`src/rtl/sync_comb_pkg.sv`:
```
package sync_comb_pkg;
  typedef enum logic [1:0] {
    LNK_REQ  = 2'd0,
    LNK_WAIT = 2'd1,
    LNK_RUN  = 2'd2
  } lnk_state_e;

  function automatic int cnt_width(input int n);
    return (n > 1) ? $clog2(n) : 1;
  endfunction
endpackage

```
`src/rtl/sync_bit_sync.sv`:
```
module sync_bit_sync #(
  parameter int STAGES = 2
) (
  input  logic clk_i,
  input  logic rst_ni,
  input  logic d_i,
  output logic q_o
);
  logic [STAGES-1:0] sh_q;

  // reset to 0 = request held
  always_ff @(posedge clk_i or negedge rst_ni) begin
    if (!rst_ni) sh_q <= '0;
    else         sh_q <= {sh_q[STAGES-2:0], d_i};
  end

  assign q_o = sh_q[STAGES-1];
endmodule

```
`src/rtl/sync_req_merge.sv`:
```
module sync_req_merge #(
  parameter int NUM_DEV = 4
) (
  input  logic [NUM_DEV-1:0] sync_n_i,
  input  logic [NUM_DEV-1:0] mask_i,
  output logic               merged_n_o
);
  // masked devices read as released
  assign merged_n_o = &(sync_n_i | mask_i);
endmodule

```
`src/rtl/mf_tracker.sv`:
```
module mf_tracker #(
  parameter int MF_FRAMES = 4
) (
  input  logic clk_i,
  input  logic rst_ni,
  input  logic frame_stb_i,
  output logic mf_edge_o
);
  import sync_comb_pkg::*;
  localparam int CW = cnt_width(MF_FRAMES);
  localparam logic [CW-1:0] LAST = CW'(MF_FRAMES - 1);

  logic [CW-1:0] cnt_q;

  always_ff @(posedge clk_i or negedge rst_ni) begin
    if (!rst_ni) cnt_q <= '0;
    else if (frame_stb_i) cnt_q <= (cnt_q == LAST) ? '0 : cnt_q + 1'b1;
  end

  assign mf_edge_o = frame_stb_i && (cnt_q == '0);


  mf_range_chk: assert property (@(posedge clk_i) disable iff (!rst_ni)
    cnt_q <= LAST);

  mf_step_chk: assert property (@(posedge clk_i) disable iff (!rst_ni)
    !frame_stb_i |=> $stable(cnt_q));
endmodule

```
`src/rtl/link_start_fsm.sv`:
```
module link_start_fsm (
  input  logic clk_i,
  input  logic rst_ni,
  input  logic frame_stb_i,
  input  logic mf_edge_i,
  input  logic merged_n_i,
  output logic sync_n_o,
  output logic ilas_start_o
);
  import sync_comb_pkg::*;

  lnk_state_e state_q, state_d;
  logic       ilas_d, ilas_q;

  always_comb begin
    state_d = state_q;
    ilas_d  = 1'b0;
    if (frame_stb_i) begin
      if (!merged_n_i) begin
        state_d = LNK_REQ;
      end else begin
        unique case (state_q)
          LNK_REQ, LNK_WAIT: begin
            if (mf_edge_i) begin
              state_d = LNK_RUN;
              ilas_d  = 1'b1;
            end else begin
              state_d = LNK_WAIT;
            end
          end
          default: state_d = LNK_RUN;
        endcase
      end
    end
  end

  always_ff @(posedge clk_i or negedge rst_ni) begin
    if (!rst_ni) begin
      state_q <= LNK_REQ;
      ilas_q  <= 1'b0;
    end else begin
      state_q <= state_d;
      ilas_q  <= ilas_d;
    end
  end

  assign sync_n_o     = (state_q != LNK_REQ);
  assign ilas_start_o = ilas_q;


  sync_hold_chk: assert property (@(posedge clk_i) disable iff (!rst_ni)
    !$stable(sync_n_o) |-> $past(frame_stb_i));

  ilas_width_chk: assert property (@(posedge clk_i) disable iff (!rst_ni)
    ilas_start_o |=> !ilas_start_o);

  ilas_edge_chk: assert property (@(posedge clk_i) disable iff (!rst_ni)
    ilas_start_o |-> ($past(mf_edge_i) && sync_n_o));

  fell_cause_chk: assert property (@(posedge clk_i) disable iff (!rst_ni)
    $fell(sync_n_o) |-> !$past(merged_n_i));

  no_repeat_chk: assert property (@(posedge clk_i) disable iff (!rst_ni)
    (state_q == LNK_RUN && $past(state_q) == LNK_RUN) |-> !ilas_start_o);
endmodule

```
`src/rtl/sync_combiner.sv`:
```
module sync_combiner #(
  parameter int NUM_DEV     = 4,
  parameter int MF_FRAMES   = 4,
  parameter int SYNC_STAGES = 2
) (
  input  logic               clk_i,
  input  logic               rst_ni,
  input  logic [NUM_DEV-1:0] sync_n_i,
  input  logic [NUM_DEV-1:0] dev_mask_i,
  input  logic               frame_stb_i,
  output logic               sync_n_o,
  output logic               ilas_start_o
);
  logic [NUM_DEV-1:0] sync_s;
  logic               merged_n;
  logic               mf_edge;

  for (genvar d = 0; d < NUM_DEV; d++) begin : g_dev
    sync_bit_sync #(.STAGES(SYNC_STAGES)) u_sync (
      .clk_i (clk_i),
      .rst_ni(rst_ni),
      .d_i   (sync_n_i[d]),
      .q_o   (sync_s[d])
    );
  end

  sync_req_merge #(.NUM_DEV(NUM_DEV)) u_merge (
    .sync_n_i  (sync_s),
    .mask_i    (dev_mask_i),
    .merged_n_o(merged_n)
  );

  mf_tracker #(.MF_FRAMES(MF_FRAMES)) u_mf (
    .clk_i      (clk_i),
    .rst_ni     (rst_ni),
    .frame_stb_i(frame_stb_i),
    .mf_edge_o  (mf_edge)
  );

  link_start_fsm u_fsm (
    .clk_i       (clk_i),
    .rst_ni      (rst_ni),
    .frame_stb_i (frame_stb_i),
    .mf_edge_i   (mf_edge),
    .merged_n_i  (merged_n),
    .sync_n_o    (sync_n_o),
    .ilas_start_o(ilas_start_o)
  );


  rel_needs_all_chk: assert property (@(posedge clk_i) disable iff (!rst_ni)
    $rose(sync_n_o) |-> $past(&(sync_s | dev_mask_i)));
endmodule

```
`config.mk`:
```
export PLATFORM = sky130hd
export DESIGN_NAME = sync_combiner
export DESIGN_NICKNAME = d
export VERILOG_FILES = /design/src/rtl/sync_comb_pkg.sv /design/src/rtl/sync_bit_sync.sv /design/src/rtl/sync_req_merge.sv /design/src/rtl/mf_tracker.sv /design/src/rtl/link_start_fsm.sv /design/src/rtl/sync_combiner.sv
export SDC_FILE = /design/constraint.sdc
export NUM_CORES = 1
export LEC_CHECK = 0
export ABC_AREA = 0
export BUFFER_PORTS_ARGS = -buffer_cell sky130_fd_sc_hd__buf_2
export CORE_AREA = 2 2 39 41
export CTS_CLUSTER_DIAMETER = 60
export DETAILED_ROUTE_END_ITERATION = 12
export DIE_AREA = 0 0 41 43
export HOLD_SLACK_MARGIN = 0.06
export PLACE_DENSITY = 0.63
export REMOVE_ABC_BUFFERS = 1
export SLEW_MARGIN = 25
export SYNTH_ARGS = -nofsm -noshare
export SYNTH_HDL_FRONTEND = slang
export SYNTH_HIERARCHICAL = 1
export SYNTH_SLANG_ARGS = --single-unit
```
`constraint.sdc`:
```
create_clock -name clk_i -period 3 [get_ports clk_i]
set_clock_uncertainty 0.05 [all_clocks]
set_input_delay 0.45 -clock clk_i [delete_from_list [all_inputs] [get_ports clk_i]]
set_output_delay 0.45 -clock clk_i [all_outputs]
set_load 0.01 [all_outputs]
```
* After elaboration in Yosys (flattened, before gate mapping)
Cells that the tools add are included.
** Storage, ports and cells
- Output and inout port bits :: 2
- Memories :: 0
- Logic and storage cells :: 25
- Bits in read-only memories :: 0
- Input bits :: 11
- Memory bits (writable) :: 0
- Bits in latches :: 0
- Bits in registers :: 13
** Cells by class
- $add $sub $neg :: 1
- Order comparisons :: 0
- Reductions and logical operators :: 6
- Shift operators :: 0
- Mux-type cells :: 8
- Multiply operators :: 0
- Eq/ne operators :: 2
- Div/mod/pow operators :: 0
- Bitwise logic cells :: 1
** Operators by type and width (count)
- two-way mux 2 bit :: 4
- zero test 2 bit :: 2
- two-way mux 1 bit :: 4
- bitwise OR 4 bit :: 1
- AND reduction 4 bit :: 1
- adder 2 x 1 -> 2 bit, second input constant :: 1
- == test 2 x 1 -> 1 bit, second input constant :: 1
- == test 2 bit, second input constant :: 1
- nonzero test 2 bit :: 1
- OR reduction 2 bit :: 1
- logical AND 1 bit :: 1

* Longest topological paths before layout
Gate-level depths: netlist (run 1).
- Depth in word-level cells :: 6
- Depth in mapped cells :: 5
- Depth with buffers taken out :: 5

* Hierarchy
Netlist (run 1), hierarchy kept.
** By module, submodules not included
- sync_bit_sync :: area each 50.0 µm², sequential area each 50.0 µm², cells each 2, instances 4
- link_start_fsm :: area each 122.6 µm², sequential area each 75.1 µm², cells each 11, instances 1
- mf_tracker :: area each 112.6 µm², sequential area each 50.0 µm², cells each 11, instances 1
- sync_req_merge :: area each 16.3 µm², sequential area each 0.0 µm², cells each 3, instances 1

* Worst setup path after synthesis (run 1)
Ideal clock, no wire load.
- Path type :: input port to flip-flop
- Start :: input dev_mask_i[0]
- End :: register u_fsm.state_q[0]
- Data required time :: 2825 ps
- Arrival time :: 1021 ps
- Stages on the path :: 4
- Setup slack :: 1804 ps
- Setup time :: 125 ps
- Path buffers :: 0
- Cells stage by stage :: o22ai_1 > nor2_1 > nor3b_1 > mux2_2
** Between the ends
- Cells in the longest elaborated chain, start to end :: 3
** RTL lines
- start: declaration :: RTL line sync_combiner.sv:9 : input logic [NUM_DEV-1:0] dev_mask_i,
- bitwise OR 4 bit :: RTL line sync_req_merge.sv:9 : assign merged_n_o = &(sync_n_i | mask_i);
- AND reduction 4 bit :: RTL line sync_req_merge.sv:9
- via merged_n :: RTL line sync_combiner.sv:15 : logic merged_n;
- two-way mux 2 bit :: RTL line link_start_fsm.sv:19 : if (!merged_n_i) begin
- end signal: assignment :: RTL line link_start_fsm.sv:42 : state_q <= state_d;
- end: declaration :: RTL line link_start_fsm.sv:12 : lnk_state_e state_q, state_d;
The timed path passes the listed nets, and every way through them passes these cells.
A chain may end at the register's enable or synchronous reset.

* Final worst setup path (run 1)
- Start :: register u_fsm.state_q[1]
- End :: output sync_n_o
** Between the ends
- Cells in the longest elaborated chain, start to end :: 1
** RTL lines
- nonzero test 2 bit :: RTL line link_start_fsm.sv:47 : assign sync_n_o = (state_q != LNK_REQ);
- end: declaration :: RTL line sync_combiner.sv:11 : output logic sync_n_o,
Every way passes these cells.

==> impl_metrics.env, run 1 <==
export IMPL_maxSlewViolCount=0
export IMPL_antenna_found_initial=0
export IMPL_fp_dieW_um=41
export IMPL_dieArea_um2=1763
export IMPL_clockBufferDepth=2
export IMPL_io_pins=13
export IMPL_final_area_um2=569.3
export IMPL_finalNonFillerCells=66
export IMPL_fmax_mhz=616.9
export IMPL_ir_drop_v=0.0003600
export IMPL_drive_above_1_share_pct=38.00
export IMPL_finalWirelength_um=710
export IMPL_vias=294
export IMPL_drc=0
export IMPL_ff2ff_setup_slack_ps=1770
export IMPL_dr_pass1_iters=1
export IMPL_critPathKind="register to output pin"
export IMPL_dp_cells=61
export IMPL_cts_resized=0
export IMPL_powerDensity_nw_per_um2=691.5
export IMPL_place_worst_setup_slack_ps=1663
export IMPL_cts_hold_buf=1
export IMPL_yosys_warnings=6
export IMPL_maxCapViolCount=0
export IMPL_status="complete, no violations"
export IMPL_worst_pin_slew_ps=287.1
export IMPL_place_congestion=0.6264
export IMPL_grt_max_degree=14
export IMPL_crit_path_start_kind="register"
export IMPL_setup_worst_path_end_class="output pin"
export IMPL_ctsHtreeMaxLevel=1
export IMPL_cts_buffers=3
export IMPL_wl_per_cell_um=10.76
export IMPL_holdCritPathClass="input port to register"
export IMPL_seq_area_frac_synth_pct=72.02
export IMPL_grtUsageTotal_pct=11.04
export IMPL_grt_pass1_vias=250
export IMPL_cts_tree="built"
export IMPL_rows=14
export IMPL_vias_per_cell=4.455
export IMPL_diodes=0
export IMPL_grt_pass1_wl_um=1152
export IMPL_ys_ff_latch=13
export IMPL_layout_min_cycle_time_ps=1621
export IMPL_hold_viol_final=0
export IMPL_num_nets_final=64
export IMPL_avgSynthCellArea_um2=13.69
export IMPL_slew_headroom_pct=80.86
export IMPL_synth_cells=33
export IMPL_clkTransAtPathRegs_ps=80
export IMPL_finalSetupTns_ps=0
export IMPL_cts_setup_buffers=0
export IMPL_clockRootBuffer="clkbuf_4"
export IMPL_finalWorstSetupSlack_ps=1379
export IMPL_ys_types=14
export IMPL_setup_viol=0
export IMPL_power_leakage_nw=0.2893
export IMPL_cp_max_fo=4
export IMPL_synth_area_um2=451.7
export IMPL_overflow=0
export IMPL_core_area_um2=1384
export IMPL_start_util_pct=32.64
export IMPL_final_util_pct=41.14
export IMPL_clkLatencyLatePin_ps=280
export IMPL_place_hpwl_um=501
export IMPL_cp_data_required_time_ps=2500
export IMPL_rsz0062_at_grt="no"
export IMPL_drt_iter0_drc=0
export IMPL_post_route_period_util_pct=54.04
export IMPL_syn2layout_area_growth_pct=26.04
export IMPL_dpl_cell_area_um2=531.8
export IMPL_ant_nets=0
export IMPL_clock_sinks=13
export IMPL_cp_arrival_ps=1120
export IMPL_io_buffers=12
export IMPL_fp_dieH_um=43
## cells in the mapped netlist
cell type  count  area share [%]
nor3_1         1             1.1
inv_1          3             2.5
dfrtp_1       13              72
o22ai_1        2             2.8
nor2_1         1            0.83
or2_2          1             1.4
nor3b_1        1             1.7
or3b_1         1             1.9
mux2_2         1             2.5
nand2_1        2             1.7
o21ai_0        2             2.2
ha_1           2             5.5
and2_2         1             1.7
a21oi_1        2             2.2
## kinds of logic after synthesis
logic type / synth area share [%]
AND/OR/NAND/NOR: 10.25
flip-flops: 72.02
adder cells (fa/ha/maj): 5.539
AO/OA/AOI/OAI: 7.202
buffers and inverters: 2.493
multiplexers: 2.493
## metrics by stage
stage	hold slack (ps)	power, W
after CTS	216.4	0.0003996
after global routing	200.9	0.0004278
after global placement	285.5	0.0002840
after detailed placement	285.5	0.0002903
final	223.0	0.0003937
after floorplan	104.4	0.0002609
## layout by cell type, fill, tap and decap left out, drive strengths merged
cell         Yosys  final
o22ai            2      2
or3b             1      1
mux2             1      1
and2             1      1
ha               2      2
nand2            2      2
clkbuf           0      3
nor3             1      1
dlygate4sd3      0      1
nor3b            1      1
a21oi            2      2
or2              1      1
buf              0     12
inv              3      3
nor2             1      1
o21ai            2      2
dfrtp           13     13
clkinv           0      1
## sequential cells by signal, indices dropped and copies added, names as in the netlist
| register | count |
|---|---|
| g_dev.u_sync/sh_q | 8 |
| u_fsm/state_q | 2 |
| u_mf/cnt_q | 2 |
| u_fsm/ilas_start_o | 1 |
## critical path, cell delays in order (launching register included)
cell	delay, ps
dfrtp_1	410
or2_2	290
buf_2	140
## worst paths after layout
kind                                                    from                           endpoint  depth (start not counted)
hold / removal                                   sync_n_i[1]  g_dev[1].u_sync/sh_q[0]$_DFF_PN0_                          1
min in group asynchronous                             rst_ni  g_dev[2].u_sync/sh_q[1]$_DFF_PN0_                          2
setup / recovery                u_fsm/state_q[1]$_DFFE_PN0P_                           sync_n_o                          2
setup reg to reg                   u_mf/cnt_q[0]$_DFFE_PN0P_       u_fsm/state_q[0]$_DFFE_PN0P_                          5
hold reg to reg            g_dev[2].u_sync/sh_q[0]$_DFF_PN0_  g_dev[2].u_sync/sh_q[1]$_DFF_PN0_                          0
max in group asynchronous                             rst_ni  g_dev[1].u_sync/sh_q[0]$_DFF_PN0_                          2
## layout make-up
cell class,count,area [um^2]
inverters,3,11.26
multi-input cells,17,115.1
repair buffers,13,70.07
clock buffers,3,22.52
fillers,138,814.5
flip-flops and latches,13,325.3
clock inverters,1,5.005
well taps,16,20.02
## power by group
part	leakage, nW	internal, W	switching, W	total, W
clock network	0.0177	0.0000495	0.0000583	0.000108
logic	0.114	0.0000356	0.0000356	0.0000712
registers	0.158	0.000200	0.0000152	0.000215
total	0.289	0.000285	0.000109	0.000394
## metal layers
metal | vias to the layer above | GRT usage (%) | share of wire, %
li1 | 144 | - | -
met1 | 134 | 13.31 | 43
met2 | 12 | 13.13 | 43
met3 | 4 | 4.712 | 8.3
met4 | 0 | 12.00 | 5.5
met5 | - | 0 | 0
No activity file was read; power rests on OpenSTA's default activity.
==> run 2: changes to the inputs <==
--- a/config.mk
+++ b/config.mk
@@ -5,14 +5,14 @@
 export SDC_FILE = /design/constraint.sdc
 export NUM_CORES = 1
 export LEC_CHECK = 0
-export ABC_AREA = 0
+export ABC_AREA = 1
 export BUFFER_PORTS_ARGS = -buffer_cell sky130_fd_sc_hd__buf_2
 export CORE_AREA = 2 2 39 41
 export CTS_CLUSTER_DIAMETER = 60
 export DETAILED_ROUTE_END_ITERATION = 12
 export DIE_AREA = 0 0 41 43
 export HOLD_SLACK_MARGIN = 0.06
-export PLACE_DENSITY = 0.63
+export PLACE_DENSITY = 0.67
 export REMOVE_ABC_BUFFERS = 1
 export SLEW_MARGIN = 25
 export SYNTH_ARGS = -nofsm -noshare
==> constraint.sdc (replaced) <==
create_clock -name clk_i -period 1.65 [get_ports clk_i]
set_clock_uncertainty 0.05 [all_clocks]
set_input_delay 0.2475 -clock clk_i [delete_from_list [all_inputs] [get_ports clk_i]]
set_output_delay 0.2475 -clock clk_i [all_outputs]
set_load 0.01 [all_outputs]
==> impl_metrics.env, run 2 <==
export IMPL_ctsHtreeMaxLevel=1
export IMPL_cts_tree="built"
export IMPL_io_buffers=12
export IMPL_grt_max_degree=14
export IMPL_hold_viol_final=0
export IMPL_critPathKind="register to output pin"
export IMPL_finalWirelength_um=680
export IMPL_synth_most_common_cell="nand2_1"
export IMPL_p_total_w=0.0007017
export IMPL_rsz0062_at_grt="no"
export IMPL_vias=344
export IMPL_syn2layout_area_growth_pct=31.50
export IMPL_layout_min_cycle_time_ps=1333
export IMPL_cp_max_fo=4
export IMPL_dr_pass1_iters=2
export IMPL_final_area_um2=658.1
export IMPL_ant_nets=0
export IMPL_dpl_cell_area_um2=580.6
export IMPL_cp_data_required_time_ps=1350
export IMPL_crit_path_start_kind="register"
export IMPL_drive_above_1_share_pct=24.32
export IMPL_post_route_period_util_pct=80.78
export IMPL_holdCritPathClass="input port to register"
export IMPL_grt_pass1_vias=273
export IMPL_ys_types=10
export IMPL_num_nets_final=88
export IMPL_vias_per_cell=3.822
export IMPL_clkTransAtPathRegs_ps=80
export IMPL_antenna_found_initial=0
export IMPL_top_regs="g_dev.u_sync/sh_q x8, u_fsm/state_q x2, u_mf/cnt_q x2"
export IMPL_grtUsageTotal_pct=9.240
export IMPL_fp_dieH_um=43
export IMPL_status="complete, no violations"
export IMPL_setup_worst_path_end_class="output pin"
export IMPL_top_register="g_dev.u_sync/sh_q"
export IMPL_powerDensity_nw_per_um2=1066
export IMPL_p_int_w=0.0005077
export IMPL_synth_top_cell_by_area="dfrtp_1"
export IMPL_synthTopCellsByArea="dfrtp_1 (65%), nand2_1 (13%), inv_1 (9.7%)"
export IMPL_rows=14
export IMPL_ys_flop_type="dfrtp_1"
export IMPL_cp_arrival_ps=1040
export IMPL_setup_viol=0
export IMPL_drt_iter0_drc=2
export IMPL_drc=0
export IMPL_synth_common_cells="nand2_1 (17), dfrtp_1 (13), inv_1 (13)"
export IMPL_slew_headroom_pct=81.25
export IMPL_dieArea_um2=1763
export IMPL_layout_commonest_cell="nand2_1"
export IMPL_power_leakage_nw=0.3948
export IMPL_synth_area_um2=500.5
export IMPL_seq_area_frac_synth_pct=65.00
export IMPL_power_frac_clock_pct=27.1
export IMPL_p_sw_share_pct=27.65
export IMPL_mostFrequentLayoutCells="nand2_1 (17), dfrtp_1 (13), inv_1 (13), buf_2 (12), dlygate4sd3_1 (5)"
export IMPL_clockRootBuffer="clkbuf_4"
export IMPL_synth_top_area_share_pct=65.00
export IMPL_maxSlewViolCount=0
export IMPL_power_frac_seq_pct=54.2
export IMPL_clkLatencyLatePin_ps=270
export IMPL_io_pins=13
export IMPL_diodes=0
export IMPL_dp_cells=81
export IMPL_clock_sinks=13
export IMPL_overflow=0
export IMPL_yosys_warnings=6
export IMPL_clockBufferDepth=2
export IMPL_start_util_pct=36.17
export IMPL_wl_per_cell_um=7.556
export IMPL_p_comb_share_pct=18.7
export IMPL_fmax_mhz=750.2
export IMPL_cts_buffers=3
export IMPL_synthArstFlopShare_pct=100.0
export IMPL_place_congestion=0.6669
export IMPL_finalSetupTns_ps=0
export IMPL_grt_pass1_wl_um=1048
export IMPL_synth_edf_count=0
export IMPL_finalNonFillerCells=90
export IMPL_worst_pin_slew_ps=281.3
export IMPL_synth_cells=53
export IMPL_maxCapViolCount=0
export IMPL_place_hpwl_um=500.2
export IMPL_ys_ff_latch=13
export IMPL_core_area_um2=1384
export IMPL_fp_dieW_um=41
export IMPL_largest_register_ffs=8
export IMPL_avgSynthCellArea_um2=9.443
export IMPL_p_switching_w=0.0001940
export IMPL_ir_drop_v=0.0004761
## run 2: worst paths after layout
kind | from | end | slack, ps | cells past startpoint
worst max-delay path | u_fsm/state_q[1]$_DFFE_PN0P_ | sync_n_o | 320 | 2
worst min-delay path | frame_stb_i | u_mf/cnt_q[0]$_DFFE_PN0P_ | 210 | 3
worst max register to register | u_mf/cnt_q[0]$_DFFE_PN0P_ | u_fsm/state_q[0]$_DFFE_PN0P_ | 570 | 7
worst min register to register | g_dev[2].u_sync/sh_q[0]$_DFF_PN0_ | g_dev[2].u_sync/sh_q[1]$_DFF_PN0_ | 300 | 0
max in group asynchronous | rst_ni | g_dev[1].u_sync/sh_q[1]$_DFF_PN0_ | 1000 | 2
min in group asynchronous | rst_ni | u_fsm/ilas_start_o$_DFF_PN0_ | 330 | 2
## run 2: worst max-delay path, cell delays in order, from the launching register on
cell and delay [ps]:
dfrtp_1 410, or2_1 220, buf_2 130
## run 2: cell type report
type / count / area (um^2)
clock inverters: 1 / 5.005
repair buffers: 17 / 110.1
well taps: 16 / 20.02
fillers: 132 / 725.7
multi-input cells: 26 / 122.6
inverters: 14 / 52.55
clock buffers: 3 / 22.52
flip-flops and latches: 13 / 325.3
## run 2: metal layers
layer / vias to the layer above / global-route usage, % / wire length, um
met4: 0 / 8.000 / 8
met5: - / 0 / 0
met2: 10 / 11.56 / 296
met3: 2 / 1.571 / 37
li1: 190 / - / -
met1: 142 / 13.15 / 338
## run 2: cells by family after synthesis
family          after synthesis  share of synthesized area, %
fa+ha+maj                     2                         4.999
simple gates                 22                         17.50
buf+inv                      14                         10.50
flops                        13                         65.00
compound gates                2                         1.998
## run 2: repair_timing
| action | CTS | global route |
|---|---|---|
| hold endpoints to repair | 17 | 0 |
| resized for setup | 0 | 0 |
| buffers inserted | 0 | 0 |
| hold buffers | 5 | 0 |
## run 2: power by group through the flow
stage | registers, W | logic (W) | clock network [W]
final | 0.000380 | 0.000131 | 0.000190
after global routing | 0.000385 | 0.000163 | 0.000214
after CTS | 0.000381 | 0.000133 | 0.000200
after detailed placement | 0.000387 | 0.000124 | 0
after global placement | 0.000385 | 0.000116 | 0
after floorplan | 0.000382 | 0.0000833 | 0
## run 2: through the flow
stage	worst slack, ps	hold WS (ps)	utilization [%]
after floorplan	660.1	-98.09	-
after global placement	603.3	92.13	41.95
after detailed placement	585.2	98.66	41.95
after CTS	303.7	205.8	47.56
after global routing	265.3	243.7	47.56
final	317.1	212.4	47.56
==> run 3: changes to the inputs <==
--- a/config.mk
+++ b/config.mk
@@ -12,7 +12,7 @@
 export DETAILED_ROUTE_END_ITERATION = 12
 export DIE_AREA = 0 0 41 43
 export HOLD_SLACK_MARGIN = 0.06
-export PLACE_DENSITY = 0.67
+export PLACE_DENSITY = 0.69
 export REMOVE_ABC_BUFFERS = 1
 export SLEW_MARGIN = 25
 export SYNTH_ARGS = -nofsm -noshare
==> constraint.sdc (replaced) <==
create_clock -name clk_i -period 1.12 [get_ports clk_i]
set_clock_uncertainty 0.05 [all_clocks]
set_input_delay 0.168 -clock clk_i [delete_from_list [all_inputs] [get_ports clk_i]]
set_output_delay 0.168 -clock clk_i [all_outputs]
set_load 0.01 [all_outputs]
==> impl_metrics.env, run 3 (synthesis gave the netlist of run 2 again) <==
export IMPL_status="finished, violations left"
export IMPL_violations="setup timing"
export IMPL_diodes=0
export IMPL_cts_tree="built"
export IMPL_post_route_period_util_pct=108.4
export IMPL_finalNonFillerCells=92
export IMPL_cp_data_required_time_ps=900
export IMPL_layout_commonest_cell="nand2_1"
export IMPL_drive_above_1_share_pct=26.32
export IMPL_overflow=0
export IMPL_syn2layout_area_growth_pct=34.75
export IMPL_slew_headroom_pct=81.49
export IMPL_grtUsageTotal_pct=12.02
export IMPL_fp_dieW_um=41
export IMPL_largest_register_ffs=8
export IMPL_top_regs="g_dev.u_sync/sh_q x8, u_fsm/state_q x2, u_mf/cnt_q x2"
export IMPL_grt_util_met2_pct=21.25
export IMPL_power_leakage_nw=0.4032
export IMPL_cts_buffers=3
export IMPL_io_buffers=12
export IMPL_final_util_pct=48.73
export IMPL_layout_min_cycle_time_ps=1214
export IMPL_place_hpwl_um=543
export IMPL_critPathKind="register to output pin"
export IMPL_ant_nets=0
export IMPL_setup_viol=1
export IMPL_clockBufferDepth=2
export IMPL_ir_drop_v=0.0005604
export IMPL_place_congestion=0.6499
export IMPL_finalWorstSetupSlack_ps=-93.54
export IMPL_grt_pass1_wl_um=1338
export IMPL_maxSlewViolCount=0
export IMPL_cp_max_fo=2
export IMPL_mostFrequentLayoutCells="nand2_1 (17), dfrtp_1 (13), inv_1 (13), buf_2 (12), dlygate4sd3_1 (5)"
export IMPL_rows=14
export IMPL_vias_per_cell=4.076
export IMPL_num_nets_final=90
export IMPL_crit_chain="or2_1 > buf_2"
export IMPL_powerDensity_nw_per_um2=1541
export IMPL_crit_path_top_delay_cell="dfrtp_1"
export IMPL_cp_arrival_ps=1000
export IMPL_grt_max_degree=14
export IMPL_vias=375
export IMPL_dieArea_um2=1763
export IMPL_ctsHtreeMaxLevel=1
export IMPL_max_stage_delay_ps=380
export IMPL_drc=0
export IMPL_io_pins=13
export IMPL_drt_iter0_drc=3
export IMPL_grt_pass1_vias=365
export IMPL_dr_pass1_iters=4
export IMPL_fill_cells=137
export IMPL_worst_pin_slew_ps=277.6
export IMPL_rsz0062_at_grt="yes"
export IMPL_start_util_pct=36.17
export IMPL_dp_cells=81
export IMPL_finalWirelength_um=791
export IMPL_grtUsageMet3_pct=3.141
export IMPL_fp_dieH_um=43
export IMPL_holdCritPathClass="input port to register"
export IMPL_maxCapViolCount=0
export IMPL_clockRootBuffer="clkbuf_4"
export IMPL_clkLatencyLatePin_ps=260
export IMPL_antenna_found_initial=0
export IMPL_clkTransAtPathRegs_ps=80
export IMPL_top_register="g_dev.u_sync/sh_q"
export IMPL_wl_per_cell_um=8.598
export IMPL_grtUsageMet1_pct=9.764
export IMPL_core_area_um2=1384
export IMPL_hold_viol_final=0
export IMPL_fmax_mhz=824.0
export IMPL_setup_worst_path_end_class="output pin"
export IMPL_crit_path_start_kind="register"
export IMPL_fin_hold_ws_ps=133.5
export IMPL_clock_sinks=13
export IMPL_busiest_layer="met2"
-- run 3: cell count changes in the layout (fill, tap and decap cells not counted), sizes merged --
| cell | delta |
|---|---|
| clkinv | -1 |
| clkbuf | +1 |
| buf | +2 |
-- run 3: layout make-up --
class	count	area, um^2	share of cell area [%]
Timing Repair Buffer	19	125.1	18.55
Clock buffer	4	26.28	3.896
Tap cell	16	20.02	2.968
Inverter	14	52.55	7.792
Multi-Input combinational cell	26	125.1	18.55
Sequential cell	13	325.3	48.24
-- run 3: repair_timing --
action,CTS,global route
endpoints found under the setup margin,1,2
gates resized for setup,0,1
hold buffers,5,0
pin swaps,1,0
gates cloned,0,0
buffers inserted,1,1
endpoints found under the hold margin,17,0
-- run 3: stage by stage --
stage	setup slack, ps	total power [W]	setup TNS [ps]	area, um^2
after floorplan	130.1	0.0006858	0	500.5
after global placement	93.07	0.0007378	0	580.6
after detailed placement	68.95	0.0007470	0	580.6
after CTS	-108.3	0.001044	-108.3	664.4
after global routing	-159.3	0.001125	-159.3	674.4
final	-93.54	0.001039	-93.54	674.4
-- run 3: final timing paths --
| check | start | depth (start not counted) | endpoint | slack [ps] |
|---|---|---|---|---|
| worst max-delay path | u_fsm/state_q[0]$_DFFE_PN0P_ | 2 | sync_n_o | -90 |
| worst min-delay path | frame_stb_i | 3 | u_mf/cnt_q[0]$_DFFE_PN0P_ | 130 |
| worst max register to register | u_mf/cnt_q[0]$_DFFE_PN0P_ | 4 | u_mf/cnt_q[1]$_DFFE_PN0P_ | 80 |
| worst min register to register | g_dev[3].u_sync/sh_q[0]$_DFF_PN0_ | 0 | g_dev[3].u_sync/sh_q[1]$_DFF_PN0_ | 290 |
| max in group asynchronous | rst_ni | 2 | g_dev[1].u_sync/sh_q[1]$_DFF_PN0_ | 530 |
| min in group asynchronous | rst_ni | 2 | g_dev[3].u_sync/sh_q[1]$_DFF_PN0_ | 260 |
-- run 3: power by group --
group | internal (W) | switching, W | total (W)
combinational | 0.000101 | 0.000110 | 0.000211
clock | 0.000138 | 0.000135 | 0.000272
sequential | 0.000526 | 0.0000297 | 0.000556
total | 0.000765 | 0.000274 | 0.00104
-- run 3: worst max-delay path: cells and delay by family (launching register included) --
kind | cells | cell delay, ps
DFF | 1 | 380
and+or+nand+nor | 1 | 220
buffers and inverters | 1 | 140
-- run 3: routing by layer --
metal,part of all wire (%),routed length [um]
met1,36,285
met2,59,470
met3,4.4,35
met4,0,0
met5,0,0
